<file path="src/rtl/lgs_pkg.sv">
package lgs_pkg;

  typedef enum logic {
    ST_IDLE = 1'b0,
    ST_RUN  = 1'b1
  } seq_state_e;

  function automatic int unsigned div_ceil(input int unsigned num, input int unsigned den);
    return (num + den - 1) / den;
  endfunction

endpackage

</file>
<file path="src/rtl/lgs_group_ctrl.sv">
module lgs_group_ctrl #(
  parameter int LANES  = 4,
  parameter int MAX_VL = 16,
  parameter int VL_W   = 5,
  parameter int GRP_W  = 2
) (
  input  logic              clk,
  input  logic              rst_n,
  input  logic              start_valid,
  input  logic [VL_W-1:0]   start_vl,
  input  logic [MAX_VL-1:0] start_pred,
  input  logic              grp_ready,
  output logic              busy,
  output logic [GRP_W-1:0]  grp_q,
  output logic              last,
  output logic [VL_W-1:0]   vl_q,
  output logic [MAX_VL-1:0] pred_q
);
  import lgs_pkg::*;

  seq_state_e       state_q;
  logic [GRP_W-1:0] last_q;
  logic [VL_W-1:0]  vl_eff;
  int unsigned      ngrp;
  logic             accept;
  logic             step;

  always_comb begin
    vl_eff = (start_vl > VL_W'(MAX_VL)) ? VL_W'(MAX_VL) : start_vl;
    ngrp   = div_ceil(32'(vl_eff), LANES);
    accept = start_valid && (state_q == ST_IDLE);
    step   = (state_q == ST_RUN) && grp_ready;
  end

  always_ff @(posedge clk) begin
    if (!rst_n) begin
      state_q <= ST_IDLE;
      grp_q   <= '0;
      last_q  <= '0;
      vl_q    <= '0;
      pred_q  <= '0;
    end else if (accept) begin
      vl_q    <= vl_eff;
      pred_q  <= start_pred;
      grp_q   <= '0;
      last_q  <= GRP_W'(ngrp - 32'd1);
      state_q <= (vl_eff == '0) ? ST_IDLE : ST_RUN;
    end else if (step) begin
      if (grp_q == last_q) begin
        state_q <= ST_IDLE;
      end else begin
        grp_q <= grp_q + 1'b1;
      end
    end
  end

  assign busy = (state_q == ST_RUN);
  assign last = busy && (grp_q == last_q);

endmodule

</file>
<file path="src/rtl/lgs_lane_mask.sv">
module lgs_lane_mask #(
  parameter int LANES  = 4,
  parameter int MAX_VL = 16,
  parameter int VL_W   = 5,
  parameter int GRP_W  = 2
) (
  input  logic [GRP_W-1:0]  grp,
  input  logic [VL_W-1:0]   vl,
  input  logic [MAX_VL-1:0] pred,
  output logic [LANES-1:0]  lane_en
);
  localparam int NGRP_MAX = (MAX_VL + LANES - 1) / LANES;
  localparam int PAD_W    = NGRP_MAX * LANES;
  localparam int IDX_W    = $clog2(PAD_W) + 1;

  logic [PAD_W-1:0] pred_pad;
  assign pred_pad = PAD_W'(pred);

  for (genvar l = 0; l < LANES; l++) begin : g_lane
    logic [IDX_W-1:0] elem;
    logic [PAD_W-1:0] shifted;
    logic             in_range;
    assign elem     = IDX_W'(grp) * IDX_W'(LANES) + IDX_W'(l);
    assign shifted  = pred_pad >> elem;
    assign in_range = elem < IDX_W'(vl);
    assign lane_en[l] = in_range && shifted[0];
  end

endmodule

</file>
<file path="src/rtl/lane_group_seq.sv">
module lane_group_seq #(
  parameter int LANES  = 4,
  parameter int MAX_VL = 16,
  localparam int VL_W     = $clog2(MAX_VL + 1),
  localparam int NGRP_MAX = (MAX_VL + LANES - 1) / LANES,
  localparam int GRP_W    = (NGRP_MAX > 1) ? $clog2(NGRP_MAX) : 1
) (
  input  logic              clk,
  input  logic              rst_n,
  input  logic              start_valid,
  output logic              start_ready,
  input  logic [VL_W-1:0]   start_vl,
  input  logic [MAX_VL-1:0] start_pred,
  output logic              grp_valid,
  input  logic              grp_ready,
  output logic [GRP_W-1:0]  grp_idx,
  output logic [LANES-1:0]  grp_lane_en,
  output logic              grp_last
);
  logic              busy;
  logic [GRP_W-1:0]  grp_q;
  logic              last;
  logic [VL_W-1:0]   vl_q;
  logic [MAX_VL-1:0] pred_q;
  logic [LANES-1:0]  en_raw;

  lgs_group_ctrl #(
    .LANES(LANES), .MAX_VL(MAX_VL), .VL_W(VL_W), .GRP_W(GRP_W)
  ) u_ctrl (
    .clk(clk), .rst_n(rst_n),
    .start_valid(start_valid), .start_vl(start_vl), .start_pred(start_pred),
    .grp_ready(grp_ready),
    .busy(busy), .grp_q(grp_q), .last(last), .vl_q(vl_q), .pred_q(pred_q)
  );

  lgs_lane_mask #(
    .LANES(LANES), .MAX_VL(MAX_VL), .VL_W(VL_W), .GRP_W(GRP_W)
  ) u_mask (
    .grp(grp_q), .vl(vl_q), .pred(pred_q), .lane_en(en_raw)
  );

  assign start_ready = !busy;
  assign grp_valid   = busy;
  assign grp_idx     = grp_q;
  assign grp_lane_en = busy ? en_raw : '0;
  assign grp_last    = last;

endmodule

</file>
<file path="config.mk">
export PLATFORM = sky130hd
export DESIGN_NAME = lane_group_seq
export DESIGN_NICKNAME = d
export VERILOG_FILES = /design/src/rtl/lgs_pkg.sv /design/src/rtl/lgs_group_ctrl.sv /design/src/rtl/lgs_lane_mask.sv /design/src/rtl/lane_group_seq.sv
export SDC_FILE = /design/constraint.sdc
export NUM_CORES = 1
export LEC_CHECK = 0
export BUFFER_PORTS_ARGS = -buffer_cell sky130_fd_sc_hd__buf_2
export CORE_UTILIZATION = 45
export CTS_CLUSTER_DIAMETER = 50
export DETAILED_ROUTE_END_ITERATION = 7
export PLACE_DENSITY = 0.79
export SYNTH_ARGS = -nofsm -noshare
export SYNTH_HDL_FRONTEND = slang
export SYNTH_SLANG_ARGS = --single-unit
</file>
<file path="constraint.sdc">
create_clock -name clk -period 1.4 [get_ports clk]
set_clock_uncertainty 0.15 [all_clocks]
set_input_delay 0.14 -clock clk [delete_from_list [all_inputs] [get_ports clk]]
set_output_delay 0.14 -clock clk [all_outputs]
set_load 0.01 [all_outputs]
</file>
==> results by stage, run 1 <==
Setup path:
- At the worst endpoint, the required time is 1.11 ns.
- For this design, the slowest cell found on the critical path is sky130_fd_sc_hd__mux4_2.
- On the worst path, the slowest cell contributes a delay of 0.51 ns.
- The cell class contributing the biggest share of worst-path delay is multiplexers.
- The critical path is of the reg -> out type.
- In this run the worst path has a maximum fanout of 5.
- Traced cell by cell, the critical path runs through buf_12 -> mux4_2 -> o211a_1 -> buf_2.
- The data arrival at the endpoint of the critical path is 1.64 ns.
- The worst setup path startpoint is u_ctrl.grp_q[0].
- The kind of start point of the critical path is a flop.
- The worst register-to-register path begins at u_ctrl.grp_q[0].
- The number of buffer and inverter stages on the critical path is 2.
- The worst setup path is captured at a primary output.

GRT:
- The number of global-route vias before repair is 1221.
- The combined global-route utilization of all metal layers is 21.2%.
- The first global-routing pass estimated 5340 um of wire.
- The number of antenna violations at the first check in global routing came to 0.
- The largest net degree at the start of global routing is 29.
- For this run the aggregate overflow at the end of global routing stands at 0.

STA:
- Setup slack on the critical path of the routed design comes to -0.527 ns.
- Headroom to the max-slew limit came out at 73.3%.
- The maximum clock frequency is 519 MHz.
- The post-route clock period utilization is 138%.
- The number of hold violations in the final report came to 0.
- Across all hold checks on the routed design, the worst slack comes to 0.0377 ns.
- The total negative setup slack is -2.42 ns.
- Setup violations remaining at the end of the flow were counted as 7.
- The final number of max-transition violations is 0.
- The actual transition at the worst max-transition pin is 0.400 ns.
- Setup repair after global routing could not meet its margin everywhere.
- The minimum clock period after layout is 1.93 ns.

Floorplanning:
- Once the floorplan was initialized, standard cells occupied 48.2% of the core.
- The die is 56.8 um wide.
- The count of boundary I/O pins is 34.
- The overall die area is 3230 sq um.
- The area of the placeable core is 2810 sq um.
- The floorplan die height is 56.8 um.
- The number of cell rows is 19.

CTS:
- For the worst-skew pair, the clock arrives at the later sink with an insertion delay of 0.33 ns.
- Clock tree synthesis selected as its root buffer the cell sky130_fd_sc_hd__clkbuf_4.
- The H-tree depth is 1.
- TritonCTS built the clock tree.
- For this design, the sink count on the clock tree is 26.
- The number of buffers created by CTS is 3.
- The clock transition time at the flip-flop clock pins of the worst setup and hold paths is 0.15 ns.
- The buffer depth of the longest clock path is 2.

Routing:
- The number of detailed-route iterations in the first pass is 6.
- After detailed routing, the number of vias per cell comes to 5.36.
- The total number of vias is 1260.
- Once detail routing completed, the nets flagged for antenna violations numbered 0.
- The total wirelength of the detailed-routed design is 3250 um.
- After detailed routing, the number of remaining DRC violations is 4.
- In the final routed layout, each cell accounts on average for 13.8 um.
- The count of routing violations after the opening detailed-route iteration is 50.

Synthesis:
- The number of nets in the synthesized netlist is 178.
- In this run, synthesis produced a sequential element count of 26.
- The post-synthesis async set-or-reset flop share is 0%.
- The library cell with the largest summed area after synthesis is sky130_fd_sc_hd__dfxtp_1.
- The share of synthesized area in the top cell type comes to 38.5%.
- Yosys attributes the largest share of cell area to sky130_fd_sc_hd__dfxtp_1 (39%), sky130_fd_sc_hd__nand2_1 (11%), sky130_fd_sc_hd__a21boi_0 (9.4%).
- The count of synthesis-stage warnings from yosys is 0.
- The synthesized netlist cell count is 150.
- For this run, the register share of the synthesized area comes to 38.5%.
- The most used flip-flop cell after synthesis is sky130_fd_sc_hd__dfxtp_1.
- The post-synthesis cell area is 1350 sq um.
- The number of different library cells used by synthesis comes to 33.
- In this run the mean area of a mapped cell was 9.01 sq um.
- The synthesized design contains 0 enable-type register cells.

Status:
- The run finished, with violations left.
- The checks that failed: design-rule violations, negative setup slack.

Power and ir drop:
- The completed layout was analyzed and its total power is 1.54 mW.
- The reported leakage power is 0.773 nW.
- The worst-case IR drop observed on VDD is 0.418 mV.
- The power density over cell area is 811 nW/um^2.

Placement:
- The routability congestion estimate is 0.850.
- Detailed placement ended at an HPWL of 2150 um.
- During placement, the flow inserted port buffers numbering 33.
- The worst slack at placement is -0.215 ns.
- The area after detailed placement is 1540 sq um.

Hold path:
- The path class of the tightest hold or removal check is in -> reg.
- In this run the most critical hold path is launched from start_valid.

Cells and area:
- The post-route netlist has 31.4% of its cells at a drive strength greater than 1.
- The final net count is 233.
- Once layout is done, the placed cells without fillers occupy 1910 sq um.
- Leaving out fill and tap cells, the most frequent cell in the layout is sky130_fd_sc_hd__nand2_1.
- 0 antenna diodes ended up in the layout.
- The library cells used most frequently in the layout, excluding fill and tap cells, are sky130_fd_sc_hd__nand2_1 (39), sky130_fd_sc_hd__buf_2 (32), sky130_fd_sc_hd__dlygate4sd3_1 (22).
- Relative to the synthesized area, the layout overhead comes to 41.0%.

Job:
- The tool flagged a number of max-cap violations equal to 0.
-- state kept, by name, summed over array words and instances, names as in the netlist --
register,cells
u_ctrl.busy,1
u_ctrl.grp_q,2
u_ctrl.last_q,2
u_ctrl.pred_q,16
u_ctrl.vl_q,5
-- worst register-to-register path, cell delays in order, from the launching register on --
cell and delay, ns:
sky130_fd_sc_hd__dfxtp_4 0.39, sky130_fd_sc_hd__buf_12 0.13, sky130_fd_sc_hd__buf_6 0.13, sky130_fd_sc_hd__xor2_4 0.16, sky130_fd_sc_hd__o31a_2 0.30, sky130_fd_sc_hd__o21a_1 0.10
-- metal layers --
metal  track usage, %  wire length, um  vias to the layer above
met5                0                0                        -
li1                 -                -                      620
met1             28.1             1540                      609
met2             34.2             1580                       25
met4             9.76               42                        0
met3             2.76               85                        6
-- synthesized netlist by cell type (all sizes together) (2+ instances only) --
cell type	instances
nand3b	6
nand3	2
o21ai	6
ha	3
buf	8
a21boi	22
clkbuf	3
nor3	2
xor2	2
nand2	39
dfxtp	26
nor2	5
mux4	4
inv	5
a21oi	4
mux2i	2
-- final cells by class --
type	instances	area (sq um)
Inverter	5	18.8
Multi-Input combinational cell	108	798
Fill cell	205	900
Tap cell	31	38.8
Clock buffer	4	36.3
Sequential cell	26	532
Timing Repair Buffer	61	482
-- logic make-up (layout without fill, tap and decap cells) --
kind of cell / after synthesis / after routing / share of synthesized area, %
AOI/OAI and AO/OA: 37 / 37 / 19.4
xor gates and xnor gates: 3 / 3 / 2.50
adders and majority gates: 3 / 3 / 2.78
buffers and inverters: 16 / 70 / 7.96
DFF: 26 / 26 / 38.5
muxes: 6 / 6 / 8.15
and+or+nand+nor: 59 / 59 / 20.7
-- repair_timing --
item	in CTS	in global routing
gates resized for setup	11	7
pin swaps	4	3
endpoints found under the setup margin	29	12
endpoints found under the hold margin	24	0
buffers inserted	1	0
cloned	0	0
hold buffers	22	0
-- report_power, final --
part | switching (mW) | internal (mW)
Clock | 0.231 | 0.159
Sequential | 0.0441 | 0.783
Combinational | 0.147 | 0.181
-- path summary, 6_finish.rpt --
check / cells after the start / end / slack, ns
worst max-delay path: 4 / grp_lane_en[3] / -0.53
worst min-delay path: 4 / u_ctrl.vl_q[3] / 0.04
worst max register to register: 5 / u_ctrl.busy / -0.05
worst min register to register: 2 / u_ctrl.pred_q[12] / 0.32
-- stage by stage --
stage | std cells | util [%]
6_report | 235 | 67.9
5_1_grt | 235 | 67.9
4_1_cts | 235 | 66.6
3_5_place_dp | 208 | 54.7
3_3_place_gp | 208 | 54.7
2_1_floorplan | 150 | -
Power figures use the tool's default switching activity.
==> run 2: changes to the inputs <==
--- a/config.mk
+++ b/config.mk
@@ -6,10 +6,10 @@
 export NUM_CORES = 1
 export LEC_CHECK = 0
 export BUFFER_PORTS_ARGS = -buffer_cell sky130_fd_sc_hd__buf_2
-export CORE_UTILIZATION = 45
+export CORE_UTILIZATION = 42
 export CTS_CLUSTER_DIAMETER = 50
 export DETAILED_ROUTE_END_ITERATION = 7
-export PLACE_DENSITY = 0.79
+export PLACE_DENSITY = 0.72
 export SYNTH_ARGS = -nofsm -noshare
 export SYNTH_HDL_FRONTEND = slang
 export SYNTH_SLANG_ARGS = --single-unit
==> constraint.sdc (replaced) <==
create_clock -name clk -period 2.5 [get_ports clk]
set_clock_uncertainty 0.15 [all_clocks]
set_input_delay 0.25 -clock clk [delete_from_list [all_inputs] [get_ports clk]]
set_output_delay 0.25 -clock clk [all_outputs]
set_load 0.01 [all_outputs]
==> run 2 against run 1 <==
Against the previous run:
- clock power is 26% lower
- non-clock buffer count shrank 24
- sequential cell count did not move
- critical path type unchanged
- largest power group unchanged
- the flow now finishes without violations
- sequential power fell by 44%
- core utilization down 16 points
==> results by stage, run 2 (same netlist as run 1, synthesis figures left out) <==
GRT:
- The layer carrying the most global-route usage is met2.
- The met1 usage in global routing is 21.5% (-6.5 points).
- The global-route track usage on met2 is 30.2% (-4.0 points).
- The combined global-route utilization of all metal layers came to 17.1% (-4.1 points).
- The overall overflow remaining after global route is 0 (unchanged).
- The largest net degree at the start of global routing is 29 (unchanged).
- The met3 usage in global routing is 1.54% (-1.2 points).
- The first-pass GRT wire length is 4530 um (-15%).
- The number of global-route vias before repair is 1041 (-15%).
- The number of antenna violations at the first check in global routing is 0 (unchanged).

Routing:
- The detailed-route wire length per cell was 12.1 um (-13%).
- The number of detailed-route iterations in the first pass is 4 (-2).
- The total wirelength of the detailed-routed design is 2700 um (-17%).
- The number of vias per cell is 4.97 (-7.3%).
- The total number of vias came to 1113 (-12%).
- The total DRC errors in the routed layout is 0 (-4).
- The count of routing violations after the opening detailed-route iteration came to 52 (+4.0%).
- The antenna violation net count after detailed routing is 0 (unchanged).

Setup path:
- In this run the critical register-to-register path is launched from u_ctrl.grp_q[0].
- The number of stages on the worst setup path is 6 (+2).
- The largest fanout of any net on the critical path is 10 (+5).
- The depth of the most critical reg-to-reg path is 3 (-2).
- The cell family contributing the most delay on the critical path is flip-flops.
- The worst setup path startpoint is u_ctrl.grp_q[0].
- The worst setup path is captured at a primary output.
- The number of buffer and inverter stages on the critical path is 2 (unchanged).
- The type of the worst setup path is reg -> out.
- The worst setup path is launched from a flop.
- The cell with the largest stage delay on the worst path is sky130_fd_sc_hd__dfxtp_1.
- The maximum cell stage delay along the critical path is 0.61 ns (+0.10 ns).
- The data arrival at the endpoint of the critical path was 1.91 ns (+0.27 ns).
- The critical path data required time is 2.10 ns (+0.99 ns).
- The signal on the critical path passes through inv_1 -> ha_1 -> nand3b_1 -> a21oi_1 -> nor3b_1 -> buf_2.

Placement:
- The worst slack at placement came to 0.548 ns (+0.763 ns).
- The detailed-placement wirelength estimate came to 2030 um (-5.2%).
- The routability congestion estimate was 0.827 (-2.8%).
- The total instance count after detailed placement is 217 (+4.3%).
- The area after detailed placement is 1490 sq um (-2.9%).
- The number of buffer cells added on primary ports is 33 (unchanged).

Cells and area:
- The fraction of layout instances using a drive strength above 1 is 25.6% (-5.8 points).
- The design area came to 1570 sq um (-17%).
- The area used by multi-input combinational logic is 723 sq um (-9.4%).
- The area growth from synthesis to final layout is 16.4%.
- The utilization after layout came to 51.5% (-16 points).
- The library cells used most frequently in the layout, excluding fill and tap cells, are sky130_fd_sc_hd__nand2_1 (39), sky130_fd_sc_hd__buf_2 (33), sky130_fd_sc_hd__dfxtp_1 (26).
- The most common cell after layout, fill and taps aside is sky130_fd_sc_hd__nand2_1.
- The final-layout fill cell count came to 318 (+55%).
- The combined flip-flop and latch cell area is 520 sq um (-2.1%).
- The number of standard cells in the final layout excluding fillers is 224 (-4.7%).
- The final net count came to 209 (-10%).
- The largest registers in the layout are u_ctrl.pred_q (16), u_ctrl.vl_q (5).
- Counting flops per register, the top entry is u_ctrl.pred_q.
- The total inserted antenna cells is 0 (unchanged).
- The number of flip-flops in the largest register is 16 (unchanged).

CTS:
- The clock tree from TritonCTS is done.
- The cell sitting at the root of the clock tree is a sky130_fd_sc_hd__clkbuf_4.
- The TritonCTS sink count is 26 (unchanged).
- The buffer depth of the longest clock path is 2 (unchanged).
- The number of buffers created by CTS is 3 (unchanged).
- The H-tree depth is 1 (unchanged).
- The clock transition time at the flip-flop clock pins of the worst setup and hold paths is 0.14 ns (about the same).
- The clock latency at the later pin of the worst-skew pair is 0.31 ns (-0.02 ns).
- The post-CTS setup repair buffer count came to 0 (-1).

STA:
- The actual transition at the worst max-transition pin came to 0.480 ns (+0.0792 ns).
- The maximum clock frequency is 433 MHz.
- The count of endpoints failing setup in the final report is 0 (-7).
- The final number of max-transition violations came to 0 (unchanged).
- The relative slew slack is 68.0% (-5.4 points).
- The number of hold violations in the final report came to 0 (unchanged).
- The total negative setup slack is 0 ns (+2.42 ns).
- Dividing the final minimum period by the clock period gives 92.5%.
- The smallest setup slack after layout is 0.188 ns (+0.715 ns).
- After layout, the minimum clock period comes to 2.31 ns.
- The worst hold slack is 0.00605 ns (-0.0316 ns).
- Setup repair after global routing left no endpoint under its margin.

Floorplanning:
- The area of the placeable core is 3050 sq um (+8.8%).
- The width of the chip is 58.7 um (+3.4%).
- The floorplan die height was 58.7 um (+3.4%).
- The overall die area is 3450 sq um (+6.9%).
- The count of boundary I/O pins is 34 (unchanged).
- The number of cell rows is 20 (+1).
- The initial core utilization is 44.3% (-3.9 points).

Power and ir drop:
- The reported leakage power is 0.654 nW (-15%).
- The post-layout total power is 0.877 mW (-43%).
- The maximum vdd ir drop is 0.169 mV (-60%).
- The power density over cell area was 557 nW/um^2 (-31%).

Hold path:
- The worst hold path stage count is 3 (-1).
- The worst hold path class is in -> reg.
- The worst hold path begins at start_pred[1].

Job:
- The reported max-cap violation count is 0 (unchanged).

Status:
- The flow ran to the end, and the final reports show no timing, DRC or antenna violations.
[run 2: area by class of cell]
| type | instances | share of cell area, % |
|---|---|---|
| clock inverters | 1 | 1.91 |
| inverters | 5 | 1.19 |
| well taps | 44 | 3.50 |
| multi-input cells | 108 | 46.0 |
| flip-flops and latches | 26 | 33.1 |
| clock buffers | 3 | 1.43 |
| repair buffers | 37 | 12.9 |
[run 2: timing repair]
item	4_1_cts	5_1_grt
endpoints found under the hold margin	3	0
setup endpoints to repair	0	0
hold buffers	3	0
resized for setup	0	0
[run 2: path summary, 6_finish.rpt]
check,end,slack (ns)
worst max-delay path,grp_lane_en[2],0.19
worst min-delay path,u_ctrl.pred_q[1],0.006
worst max register to register,u_ctrl.grp_q[1],0.98
worst min register to register,u_ctrl.vl_q[3],0.32
[run 2: metal layers]
layer	part of all wire, %	up-vias	wire [um]
met2	48	20	1310
met3	2.8	2	76
met1	48	517	1290
met5	0	-	0
li1	-	574	-
met4	0.92	0	25
[run 2: tightest hold or removal path, delay by kind of cell]
kind	cells	cell delay [ns]
buffers and inverters	1	0.10
AO/OA/AOI/OAI	1	0.06
AND/OR/NAND/NOR	1	0.04
[run 2: power by group]
group / switching, mW / internal [mW] / leakage, nW / total, mW
registers: 0.0217 / 0.439 / 0.213 / 0.460
logic: 0.0668 / 0.0620 / 0.413 / 0.129
clock network: 0.125 / 0.162 / 0.0279 / 0.287
